**config.mk**
```make
export PLATFORM = sky130hd
export DESIGN_NAME = secded_read_fix
export DESIGN_NICKNAME = d
export VERILOG_FILES = /design/src/rtl/secded_pkg.sv /design/src/rtl/secded_syndrome.sv /design/src/rtl/secded_extract.sv /design/src/rtl/secded_locate.sv /design/src/rtl/secded_read_fix.sv
export SDC_FILE = /design/constraint.sdc
export NUM_CORES = 1
export LEC_CHECK = 0
export BUFFER_PORTS_ARGS = -buffer_cell sky130_fd_sc_hd__buf_2
export CORE_MARGIN = 2
export CORE_UTILIZATION = 40
export DETAILED_ROUTE_END_ITERATION = 10
export GPL_ROUTABILITY_DRIVEN = 0
export PLACE_DENSITY_LB_ADDON = 0.05
export SETUP_SLACK_MARGIN = 0.15
export SKIP_CTS_REPAIR_TIMING = 1
export SLEW_MARGIN = 20
export SYNTH_ARGS = -nofsm -noshare
export SYNTH_HDL_FRONTEND = slang
export SYNTH_SLANG_ARGS = --single-unit
```
**constraint.sdc**
```tcl
create_clock -name clk -period 11.6 [get_ports clk]
set_input_delay 1.74 -clock clk [delete_from_list [all_inputs] [get_ports clk]]
set_output_delay 1.74 -clock clk [all_outputs]
set_load 0.02 [all_outputs]
```
**src/rtl/secded_pkg.sv**
```systemverilog
package secded_pkg;

  // Smallest number of Hamming check bits that covers dw data bits.
  function automatic int chk_bits(input int dw);
    int r;
    r = 0;
    while ((1 << r) < dw + r + 1) r++;
    return r;
  endfunction

  // Hamming position of data bit j: the j-th position that is not a power of two.
  function automatic int data_pos(input int j);
    int p;
    int cnt;
    p   = 0;
    cnt = -1;
    while (cnt < j) begin
      p++;
      if ((p & (p - 1)) != 0) cnt++;
    end
    return p;
  endfunction

  typedef enum logic [1:0] {
    ST_IDLE = 2'd0,
    ST_FIX  = 2'd1,
    ST_HOLD = 2'd2
  } rd_state_t;

endpackage

```
**src/rtl/secded_syndrome.sv**
```systemverilog
module secded_syndrome
  import secded_pkg::*;
#(
  parameter int DATA_W = 64,
  localparam int P_W  = chk_bits(DATA_W),
  localparam int HW   = DATA_W + P_W,
  localparam int CW_W = HW + 1
) (
  input  logic [CW_W-1:0] cw,
  output logic [P_W-1:0]  syn,
  output logic            par_odd
);

  always_comb begin
    syn = '0;
    for (int i = 1; i <= HW; i++) begin
      for (int k = 0; k < P_W; k++) begin
        if (((i >> k) & 1) != 0) syn[k] = syn[k] ^ cw[i];
      end
    end
  end

  assign par_odd = ^cw;

endmodule

```
**src/rtl/secded_extract.sv**
```systemverilog
module secded_extract
  import secded_pkg::*;
#(
  parameter int DATA_W = 64,
  localparam int P_W  = chk_bits(DATA_W),
  localparam int CW_W = DATA_W + P_W + 1
) (
  input  logic [CW_W-1:0]   cw,
  output logic [DATA_W-1:0] data
);

  for (genvar j = 0; j < DATA_W; j++) begin : g_bit
    localparam int POS = data_pos(j);
    assign data[j] = cw[POS];
  end

endmodule

```
**src/rtl/secded_locate.sv**
```systemverilog
module secded_locate
  import secded_pkg::*;
#(
  parameter int DATA_W = 64,
  localparam int P_W = chk_bits(DATA_W)
) (
  input  logic [P_W-1:0]    syn,
  output logic [DATA_W-1:0] flip
);

  // A syndrome that names a check-bit position matches no data bit.
  for (genvar j = 0; j < DATA_W; j++) begin : g_bit
    localparam int POS = data_pos(j);
    localparam logic [P_W-1:0] POS_V = POS[P_W-1:0];
    assign flip[j] = (syn == POS_V);
  end

endmodule

```
**src/rtl/secded_read_fix.sv**
```systemverilog
module secded_read_fix
  import secded_pkg::*;
#(
  parameter int DATA_W = 64,
  localparam int P_W  = chk_bits(DATA_W),
  localparam int HW   = DATA_W + P_W,
  localparam int CW_W = HW + 1
) (
  input  logic              clk,
  input  logic              rst,
  input  logic              in_valid,
  output logic              in_ready,
  input  logic [CW_W-1:0]   in_code,
  output logic              out_valid,
  input  logic              out_ready,
  output logic [DATA_W-1:0] out_data,
  output logic              out_corr,
  output logic              out_uncorr,
  output logic              out_evict
);

  logic [P_W-1:0]    syn;
  logic              par_odd;
  logic [DATA_W-1:0] raw_data;
  logic [DATA_W-1:0] flip;

  secded_syndrome #(.DATA_W(DATA_W)) u_syn (.cw(in_code), .syn(syn), .par_odd(par_odd));
  secded_extract  #(.DATA_W(DATA_W)) u_ext (.cw(in_code), .data(raw_data));
  secded_locate   #(.DATA_W(DATA_W)) u_loc (.syn(syn), .flip(flip));

  logic clean_in, single_in, uncorr_in;
  assign clean_in  = (syn == '0) && !par_odd;
  assign single_in = par_odd && (int'(syn) <= HW);
  assign uncorr_in = !clean_in && !single_in;

  rd_state_t         state;
  logic [DATA_W-1:0] raw_r;
  logic [DATA_W-1:0] flip_r;
  logic [DATA_W-1:0] hold_r;
  logic              accept;
  logic              idle;
  logic              held;

  assign idle     = (state == ST_IDLE);
  assign held     = (state == ST_HOLD);
  assign in_ready = idle && out_ready;
  assign accept   = in_valid && in_ready;

  // Control state, reset synchronously.
  always_ff @(posedge clk) begin
    if (rst) begin
      state <= ST_IDLE;
    end else begin
      unique case (state)
        ST_IDLE: if (accept && single_in) state <= ST_FIX;
        ST_FIX:  state <= ST_HOLD;
        ST_HOLD: if (out_ready) state <= ST_IDLE;
        default: state <= ST_IDLE;
      endcase
    end
  end

  // Data path registers: locate at acceptance, flip one cycle later.
  always_ff @(posedge clk) begin
    if (idle && accept && single_in) begin
      raw_r  <= raw_data;
      flip_r <= flip;
    end
    if (state == ST_FIX) hold_r <= raw_r ^ flip_r;
  end

  assign out_valid  = held || (idle && in_valid && !single_in);
  assign out_data   = held ? hold_r : raw_data;
  assign out_corr   = held;
  assign out_evict  = held;
  assign out_uncorr = idle && in_valid && uncorr_in;

  AST_CLEAN_PASS: assert property (@(posedge clk) disable iff (rst)
    (idle && in_valid && clean_in) |-> (out_valid && !out_corr && !out_uncorr && out_data == raw_data))
    else $error("clean word not passed through");

  AST_CORR_GAP: assert property (@(posedge clk) disable iff (rst)
    (accept && single_in) |=> (!out_valid && !in_ready))
    else $error("output or input open during correction");

  AST_CORR_ARRIVE: assert property (@(posedge clk) disable iff (rst)
    (accept && single_in) |-> ##2 (out_valid && out_corr && out_evict))
    else $error("corrected word not delivered after two cycles");

  AST_FIX_ONEBIT: assert property (@(posedge clk) disable iff (rst)
    (state == ST_FIX) |-> $onehot0(flip_r))
    else $error("more than one data bit selected for correction");

  AST_UNCORR_NOSTALL: assert property (@(posedge clk) disable iff (rst)
    (accept && uncorr_in) |=> (state == ST_IDLE))
    else $error("uncorrectable word stalled the stream");

  AST_HOLD_STEADY: assert property (@(posedge clk) disable iff (rst)
    (out_corr && !out_ready) |=> (out_valid && out_corr && $stable(out_data)))
    else $error("held corrected word changed");

endmodule

```
==> flow_summary_export.csv, run 1 <==
group,metric,value,unit
route,drtIter0Drc,266,
critical_path,cpMostUsedCell,"xnor2_1",
die,rows,55,
timing,fin_skew,0.00923,ns
yosys,synth_flop_cell,"edfxtp_1",
cells_and_area,layout_commonest_cell,"edfxtp_1",
cts,clkTransAtPathRegs,0.07,ns
route,drcViolationCount,0,
timing,hold_violations,0,
yosys,synth_top_family_by_area,"XOR/XNOR gates",
route,routed_wl,20.9,mm
die,ios,145,
cts,root_buffer,"clkbuf_16",
yosys,syn-num-nets,666,
critical_path,cp.arrival,4.55,ns
timing,fin_crit_sh,54.2,%
timing,final-setup-viol-count,0,
placement,dpl.hpwl,14.2,mm
critical_path,cp-end-kind,"primary output",
timing,maxSlewViolCount,0,
cells_and_area,drive_above_1_share,35.4,%
power,netSwitchingFraction,38.9,%
global_routing,grt_max_degree,69,
critical_path,crit_type,"primary input to primary output",
yosys,async_flop_share,0,%
yosys,synthAdderAreaFrac,0,%
cts,cts.sinks,194,
yosys,synthXorXnorAreaFrac,20.3,%
timing,tightest_slew,1.00,ns
cells_and_area,post-route-util,47.7,%
die,die-area,23900,sq um
die,die_y,155,um
critical_path,crit_family,"XOR/XNOR gates",
global_routing,grt_pass1_wl,31.2,mm
power,p_seq_share,39.7,%
route,post_drt_via_cell_ratio,4.99,
critical_path,rrSetupSlack,8.86,ns
flow_run,max_cap_viol_count,0,
critical_path,cp_cell_sequence,"buf_2, xnor2_1, xnor2_1, xnor2_2, xnor2_2, xnor3_1, xnor2_1, or4_1, and4_1, buf_2",
cells_and_area,layout_common_cells,"192 x edfxtp_1, 144 x buf_2, 109 x xnor2_1",
yosys,synth_edf_count,192,
global_routing,antenna_found_initial,0,
global_routing,grt_overflow,0,
route,postRouteAntennaNets,0,
global_routing,grtUsageTotal,17.7,%
yosys,yosys_warnings,0,
power,peakVddDrop,0.000138,V
yosys,synth.area.mux_share,8.94,%
cts,cts_max_level,4,
power,internal-power,0.00165,W
die,die_w,155,um
cells_and_area,diodes,0,
power,totalPowerFinal,0.00270,W
timing,tns,0,ns
cts,cts_tree,"yes",
yosys,yosysUniqueCellTypes,32,
placement,placed_cell_area,10200,sq um
route,drtPass1Iterations,5,
critical_path,required,9.86,ns
worst_hold_path,min_path_type,"register to register",
critical_path,critPathBufInv,2,
cells_and_area,areaGrowthSynthToFinish,18.1,%
cts,clk-insertion-delay-late,0.43,ns
cts,clock_path_buffers,2,
yosys,netlist_instances,590,
yosys,synth_area_per_cell,15.4,sq um
critical_path,cp-start-kind,"primary input",
yosys,synthSimpleGateAreaFrac,5.31,%
timing,rsz0062_at_grt,"no",
route,wl_per_cell,20.0,um
critical_path,crit_fanout,7,
cells_and_area,final_nets,822,
die,core,22400,sq um
critical_path,critical_path.slowest_cell,"or4_1",
die,start_util,40.4,%
cts,numCtsBuffers,17,
placement,place.port_buffers,144,
power,switching_power,0.00105,W
power,clkPwrFrac,19.8,%
run_status,status,"finished, final reports clean",
yosys,synth_compound_area_share,0.593,%
power,p_leak,3.96,nW
timing,period_needed,6.29,ns
yosys,synth_seq_area_share,64.0,%
timing,slew-limit-headroom,31.9,%
timing,max_freq,159,MHz
route,vias,5203,
yosys,syn_area,9070,sq um
global_routing,grt_pass1_vias,5313,
power,power_density,252,nW/um^2
power,combPwrFrac,40.5,%
critical_path,critPathMaxStageDelay,0.58,ns
yosys,yosys_register_bits,194,
cells_and_area,final_area,10700,sq um
==> registers in the layout, summed over array words and instances, names as in the netlist <==
register  cells
raw_r        64
flip_r       64
state         2
hold_r       64
==> path summary, 6_finish.rpt <==
kind          startpoint    endpoint  cells past startpoint
min reg2reg    raw_r[12]  hold_r[12]                      1
min            raw_r[12]  hold_r[12]                      1
max          in_code[61]  out_uncorr                     10
max reg2reg     state[1]  flip_r[18]                      5
==> cell usage after synthesis (all sizes together), types with 2 or more instances <==
cell | number | area (sq um)
a21oi | 2 | 13.8
and2 | 2 | 12.5
buf | 3 | 17.5
clkbuf | 15 | 56.3
dfxtp | 2 | 40.0
edfxtp | 192 | 5770
mux2 | 64 | 721
mux2i | 9 | 90.1
nand2 | 3 | 11.3
nand2b | 2 | 12.5
nor2 | 29 | 109
nor2b | 4 | 25.0
nor3 | 49 | 245
o21ai | 3 | 15.0
or2 | 5 | 31.3
xnor2 | 119 | 1120
xnor3 | 2 | 45.0
xor2 | 75 | 657
==> stage by stage <==
| step | worst slack [ns] | instances | hold WS, ns |
|---|---|---|---|
| 4_1_cts | 5.27 | 1043 | 0.557 |
| 6_report | 5.31 | 1043 | 0.553 |
| 3_5_place_dp | 5.28 | 1012 | 0.549 |
| 3_3_place_gp | 5.27 | 1012 | 0.547 |
| 2_1_floorplan | 2.35 | 590 | 0.543 |
| 5_1_grt | 5.11 | 1043 | 0.569 |
==> cell type report <==
type,instances,area (sq um)
fill,1995,11700
sequential,194,5810
multi-input combinational,377,3220
timing repair buffer,155,803
clock buffer,20,437
tap,285,357
clock inverter,11,82.6
inverter,1,3.75
==> cells by family (layout without fill, tap and decap cells) <==
family | after synthesis | count (layout)
flip-flops | 194 | 194
XOR/XNOR | 197 | 197
multiplexers | 73 | 73
AO/OA/AOI/OAI | 8 | 8
buffers and inverters | 19 | 187
AND/OR/NAND/NOR | 99 | 99
==> power groups by stage <==
stage | Sequential, W | Clock (W) | Combinational, W
after floorplan | 0.00112 | 0 | 0.000721
after global placement | 0.00108 | 0 | 0.00108
after detailed placement | 0.00109 | 0 | 0.00110
after CTS | 0.00107 | 0.000547 | 0.00110
after global routing | 0.00109 | 0.000578 | 0.00118
final | 0.00107 | 0.000534 | 0.00109
==> metal layers <==
metal / share of wire, % / global-route usage [%] / vias to the layer above
li1: - / - / 2441
met1: 47 / 25.2 / 2584
met2: 47 / 27.8 / 155
met3: 4.2 / 2.80 / 23
met4: 1.7 / 6.04 / 0
met5: 0 / 0 / -
==> worst register-to-register path: stages, from the launching register on <==
cell and delay (ns):
dfxtp_1 0.36, nor2_1 0.18, nand3_1 0.17, nor2_4 0.12, buf_4 0.68, buf_4 0.81
(Power assumes the default switching activity.)
==> inputs of run 2 (changes only) <==
--- a/config.mk
+++ b/config.mk
@@ -5,6 +5,7 @@
 export SDC_FILE = /design/constraint.sdc
 export NUM_CORES = 1
 export LEC_CHECK = 0
+export ABC_AREA = 1
 export BUFFER_PORTS_ARGS = -buffer_cell sky130_fd_sc_hd__buf_2
 export CORE_MARGIN = 2
 export CORE_UTILIZATION = 40
==> constraint.sdc (replaced) <==
create_clock -name clk -period 6.1 [get_ports clk]
set_input_delay 0.915 -clock clk [delete_from_list [all_inputs] [get_ports clk]]
set_output_delay 0.915 -clock clk [all_outputs]
set_load 0.02 [all_outputs]
==> run 2 against run 1 <==
Compared with the run above: area after synthesis rose by 15%; non-clock buffer count is 7 lower; core utilization decreased by 1.2 points; synthesized cell count is 89% higher; clock skew grew 0.0012 ns; register-to-register slack worse by 4.7 ns; clock-buffer cell count fell by 2.
==> flow_summary_export.csv, run 2 <==
group,metric,value,unit
run_status,status,"finished, final reports clean",
cts,clkTransAtPathRegs,0.08,ns
worst_hold_path,whs_endpoint,"hold_r[22]",
timing,max_freq,223,MHz
cells_and_area,final_area,12000,sq um
die,die_y,166,um
global_routing,gr-usage-met2,30.6,%
critical_path,cpMostUsedCell,"nand2_1",
timing,final-setup-viol-count,0,
route,routed_wl,27.3,mm
timing,fin_crit_sh,73.4,%
worst_hold_path,min_path_type,"register to register",
yosys,synth_area_per_cell,9.36,sq um
placement,place.port_buffers,144,
worst_hold_path,hold_start,"raw_r[22]",
power,power_density,312,nW/um^2
die,start_util,40.4,%
critical_path,required,5.18,ns
timing,rsz0062_at_grt,"no",
yosys,synth_top_cell_area_share,55.2,%
route,wl_per_cell,17.0,um
critical_path,r2r-start,"state[0]",
critical_path,crit_fanout,11,
critical_path,critPathBufInv,5,
critical_path,cp_cell_sequence,"buf_2, inv_1, nand2_1, nand2_1, nand2_1, nand2_1, inv_1, nand2_1, nand2_1, nand2_1, nand4_2, nand2_4, nand3_1, nor2_1, nand3_1, nand2_1, inv_1, buf_2",
die,die-area,27400,sq um
global_routing,grt_max_degree,129,
global_routing,grt_overflow,0,
critical_path,rr_endpoint,"raw_r[20]",
global_routing,met3_usage,2.90,%
critical_path,critical_path.slowest_cell,"nand3_1",
yosys,netlist_top_cells_count,"495 x nand2_1, 192 x edfxtp_1, 89 x xor2_1",
critical_path,rrSetupSlack,4.17,ns
timing,fin_skew,0.0104,ns
yosys,yosys.area.top_type,"edfxtp_1",
timing,hold_violations,0,
cells_and_area,final_nets,1328,
cells_and_area,top_regs,"flip_r (64), hold_r (64), raw_r (64)",
route,drtPass1Iterations,5,
timing,tns,0,ns
cts,clock_path_buffers,2,
timing,slew-limit-headroom,38.5,%
yosys,synth_edf_count,192,
route,vias,7692,
yosys,yosysUniqueCellTypes,34,
cells_and_area,fillers,2480,
die,rows,59,
power,peakVddDrop,0.000154,V
critical_path,cp-start-kind,"primary input",
cts,clk-insertion-delay-late,0.44,ns
yosys,yosys_register_bits,194,
global_routing,antenna_found_initial,0,
yosys,async_flop_share,0,%
placement,placed_cell_area,11400,sq um
critical_path,reg2reg_depth,4,
worst_hold_path,min_path_cells,1,
yosys,yosys_warnings,0,
power,p_leak,4.97,nW
route,postRouteAntennaNets,0,
power,totalPowerFinal,0.00375,W
yosys,synth_flop_cell,"edfxtp_1",
die,ios,145,
cts,root_buffer,"clkbuf_16",
cts,numCtsBuffers,17,
cells_and_area,diodes,0,
cells_and_area,areaGrowthSynthToFinish,15.1,%
cts,cts_tree,"yes",
flow_run,max_cap_viol_count,0,
global_routing,grt_pass1_vias,6910,
global_routing,grt_use_met1,31.2,%
route,post_drt_via_cell_ratio,4.81,
die,die_w,166,um
route,drcViolationCount,0,
critical_path,critPathMaxStageDelay,0.65,ns
yosys,syn_area,10400,sq um
yosys,yosysMostFrequentCell,"nand2_1",
critical_path,cp.arrival,3.56,ns
die,core,25800,sq um
yosys,synth_seq_area_share,55.6,%
cells_and_area,layout_common_cells,"495 x nand2_1, 192 x edfxtp_1, 144 x buf_2",
timing,period_needed,4.47,ns
cts,cts_max_level,4,
critical_path,crit_type,"primary input to primary output",
yosys,syn-num-nets,1192,
placement,dpl.hpwl,19.4,mm
critical_path,crit_family,"simple AND/OR/NAND/NOR gates",
cells_and_area,drive_above_1_share,20.2,%
global_routing,grt_pass1_wl,40.8,mm
yosys,synthTopCellsByArea,"edfxtp_1 55%, nand2_1 18%, xor2_1 7.5%",
route,drtIter0Drc,535,
cts,cts.sinks,194,
yosys,netlist_instances,1116,
global_routing,top_usage_layer,"met1",
cells_and_area,layout_commonest_cell,"nand2_1",
timing,maxSlewViolCount,0,
timing,tightest_slew,0.922,ns
critical_path,cp-end-kind,"primary output",
global_routing,grtUsageTotal,20.5,%
==> run 2: cell types whose count changed in the layout (fill, tap and decap cells not counted), moves of 8 or more <==
cell / previous run / this run
nand3_1: 1 / 28
xnor2_1: 109 / 29
o21ai_0: 1 / 44
nor3_1: 49 / 15
nand2_1: 3 / 495
nand2_2: 0 / 12
inv_2: 0 / 14
buf_4: 11 / 3
inv_1: 1 / 71
nor3_2: 0 / 22
mux2i_1: 8 / 0
xor2_1: 75 / 89
mux2_2: 64 / 0
==> run 2: kinds of logic (layout without fill, tap and decap cells) <==
logic type | after synthesis | in the layout | share of synthesized area, %
and+or+nand+nor | 634 | 634 | 26.4
DFF | 194 | 194 | 55.6
xor gates and xnor gates | 123 | 123 | 10.7
buffers and inverters | 119 | 268 | 5.12
AOI/OAI and AO/OA | 46 | 46 | 2.20
==> run 2: worst max-delay path by stage <==
stage,depth (start not counted),endpoint,startpoint,slack (ns)
floorplan,16,flip_r[0],in_code[31],0.21
global placement,16,out_uncorr,in_code[11],1.62
detailed placement,18,out_uncorr,in_code[59],1.63
CTS,18,out_uncorr,in_code[59],1.61
global route,18,out_uncorr,in_code[59],1.38
finish,18,out_uncorr,in_code[59],1.63
==> run 2: worst reg2reg max path, delay by kind of cell, from the launching register on <==
family	cells	cell delay, ns
buffers and inverters	1	0.52
flip-flops	1	0.36
AND/OR/NAND/NOR	3	0.55
==> run 2: stage by stage <==
stage / std cells / worst slack, ns / utilization, % / hold slack (ns)
2_1_floorplan: 1116 / 0.207 / - / 0.485
3_3_place_gp: 1568 / 1.62 / 44.3 / 0.546
3_5_place_dp: 1568 / 1.63 / 44.3 / 0.549
4_1_cts: 1600 / 1.61 / 46.5 / 0.552
5_1_grt: 1600 / 1.38 / 46.5 / 0.567
6_report: 1600 / 1.63 / 46.5 / 0.553
==> run 2: final cells by class <==
type                            instances  area, sq um  area share, %
Sequential cell                       194         5810           48.3
Tap cell                              335          419           3.49
Multi-Input combinational cell        803         4120           34.3
Timing Repair Buffer                  148          763           6.35
Clock buffer                           18          429           3.57
Inverter                               88          337           2.80
Clock inverter                         14          146           1.22
==> run 2: layer usage <==
| layer | routed length [um] | vias up |
|---|---|---|
| met5 | 0 | - |
| met2 | 11800 | 186 |
| met4 | 378 | 0 |
| met3 | 1150 | 23 |
| li1 | - | 3857 |
| met1 | 13900 | 3626 |
==> run 2: where the power goes <==
group,switching [W],total [W],internal [W]
registers,0.0000366,0.00163,0.00160
logic,0.000748,0.00100,0.000255
clock network,0.000567,0.00111,0.000546
==> inputs of run 3 (changes only) <==
==> constraint.sdc (replaced) <==
create_clock -name clk -period 4.13 [get_ports clk]
set_input_delay 0.6195 -clock clk [delete_from_list [all_inputs] [get_ports clk]]
set_output_delay 0.6195 -clock clk [all_outputs]
set_load 0.02 [all_outputs]
==> run 3 against run 2 <==
Compared with the run above: clock-buffer cell count did not move; routed wire length rose by 1.4%; register-to-register slack got worse by 1.8 ns; core utilization rose by 0.56 points; non-clock buffer count rose by 5; power rose by 50%; worst hold slack got worse by 0.20 ns; largest power group unchanged.
==> flow_summary_export.csv, run 3 (same netlist as run 2, synthesis figures left out) <==
group,metric,value,unit
critical_path,critPathBufInv,6,
placement,dpl.hpwl,20.1,mm
route,postRouteAntennaNets,0,
critical_path,rr_endpoint,"flip_r[33]",
global_routing,grt_max_degree,111,
timing,period_needed,3.31,ns
die,die_w,166,um
cells_and_area,top_regs,"flip_r (64), hold_r (64), raw_r (64)",
cells_and_area,drive_above_1_share,21.2,%
cells_and_area,layout_common_cells,"490 x nand2_1, 192 x edfxtp_1, 144 x buf_2",
cells_and_area,final_nets,1333,
die,die-area,27400,sq um
cts,numCtsBuffers,17,
cts,root_buffer,"clkbuf_16",
route,drcViolationCount,0,
cells_and_area,layout_commonest_cell,"nand2_1",
timing,fin_skew,0.0106,ns
route,routed_wl,27.7,mm
timing,slew-limit-headroom,36.0,%
critical_path,required,3.51,ns
critical_path,critical_path.slowest_cell,"nand2_1",
cells_and_area,multi_input_area,4170,sq um
timing,fin_crit_sh,80.1,%
critical_path,reg2reg_depth,4,
critical_path,cp-start-kind,"primary input",
global_routing,antenna_found_initial,1,
worst_hold_path,min_path_type,"primary input to register",
run_status,status,"finished, final reports clean",
critical_path,crit_fanout,6,
timing,hold_violations,0,
critical_path,crit_type,"primary input to primary output",
worst_hold_path,min_path_cells,2,
critical_path,rrSetupSlack,2.38,ns
route,wl_per_cell,17.2,um
cells_and_area,seq_area,5810,sq um
power,p_leak,5.03,nW
power,power_density,462,nW/um^2
die,die_y,166,um
route,post_drt_via_cell_ratio,4.75,
die,core,25800,sq um
timing,max_freq,302,MHz
critical_path,crit_family,"simple AND/OR/NAND/NOR gates",
die,rows,59,
cts,cts.sinks,194,
critical_path,cp.arrival,2.69,ns
global_routing,grtUsageTotal,20.7,%
timing,tns,0,ns
worst_hold_path,whs_endpoint,"state[1]",
route,drtPass1Iterations,5,
cts,cts_tree,"yes",
cells_and_area,post-route-util,47.1,%
cts,clkTransAtPathRegs,0.07,ns
global_routing,grt_overflow,0,
global_routing,grt_pass1_vias,7005,
placement,place.port_buffers,144,
critical_path,cp_num_cells,19,
worst_hold_path,hold_start,"rst",
cts,clock_path_buffers,2,
timing,final-setup-viol-count,0,
die,ios,145,
timing,tightest_slew,0.959,ns
die,start_util,40.4,%
cts,clk-insertion-delay-late,0.44,ns
critical_path,cpMostUsedCell,"nand2_1",
critical_path,cp_cell_sequence,"buf_2, inv_1, nand2_1, nand2_1, nand2_1, nand2_1, inv_1, nand2_1, nand2_1, nand2_1, nand4_2, nand2_4, nand3_1, buf_4, nor2_1, nand3_1, nand2_1, inv_1, buf_2",
critical_path,critPathMaxStageDelay,0.19,ns
cts,cts_max_level,4,
timing,maxSlewViolCount,0,
timing,hold_ws,0.357,ns
cells_and_area,areaGrowthSynthToFinish,16.5,%
power,peakVddDrop,0.000291,V
timing,rsz0062_at_grt,"no",
flow_run,max_cap_viol_count,0,
cells_and_area,fillers,2535,
critical_path,r2r-start,"state[0]",
power,totalPowerFinal,0.00562,W
route,vias,7622,
route,drtIter0Drc,425,
critical_path,cp-end-kind,"primary output",
global_routing,grt_pass1_wl,41.0,mm
run 3: metal layers:
layer,global-route usage (%),share of wire [%]
met1,30.0,49
met3,2.70,4.2
met2,32.1,45
met4,7.17,2.1
met5,0,0
run 3: worst max-delay path by stage:
stage | from | end | slack (ns)
2_1_floorplan | in_code[31] | flip_r[0] | 0.04
3_3_place_gp | in_code[59] | raw_r[18] | 0.81
3_5_place_dp | in_code[59] | raw_r[18] | 0.80
4_1_cts | in_code[59] | out_uncorr | 0.83
5_1_grt | in_code[53] | out_uncorr | 0.54
6_report | in_code[59] | out_uncorr | 0.82
run 3: where the power goes:
part	total [W]	internal (W)	switching [W]
clock	0.00168	0.000864	0.000816
combinational	0.00153	0.000410	0.00112
sequential	0.00241	0.00235	0.0000547
total	0.00562	0.00363	0.00199
run 3: per-stage QoR:
stage	instances	area, sq um	setup slack, ns
2_1_floorplan	1116	10500	0.0427
3_3_place_gp	1573	11600	0.808
3_5_place_dp	1573	11600	0.804
4_1_cts	1605	12200	0.833
5_1_grt	1606	12200	0.536
6_report	1606	12200	0.821
run 3: worst reg2reg max path: cells and delay by family (launching register included):
kind | cells | cell delay [ns]
AND/OR/NAND/NOR | 3 | 0.75
buffers and inverters | 1 | 0.31
flip-flops | 1 | 0.35
run 3: area by class of cell:
cell class	instances	share of cell area [%]
Antenna cell	1	0.0206
Clock buffer	18	3.53
Clock inverter	14	1.31
Inverter	88	2.77
Multi-Input combinational cell	803	34.3
Sequential cell	194	47.7
Tap cell	335	3.45
Timing Repair Buffer	153	6.89
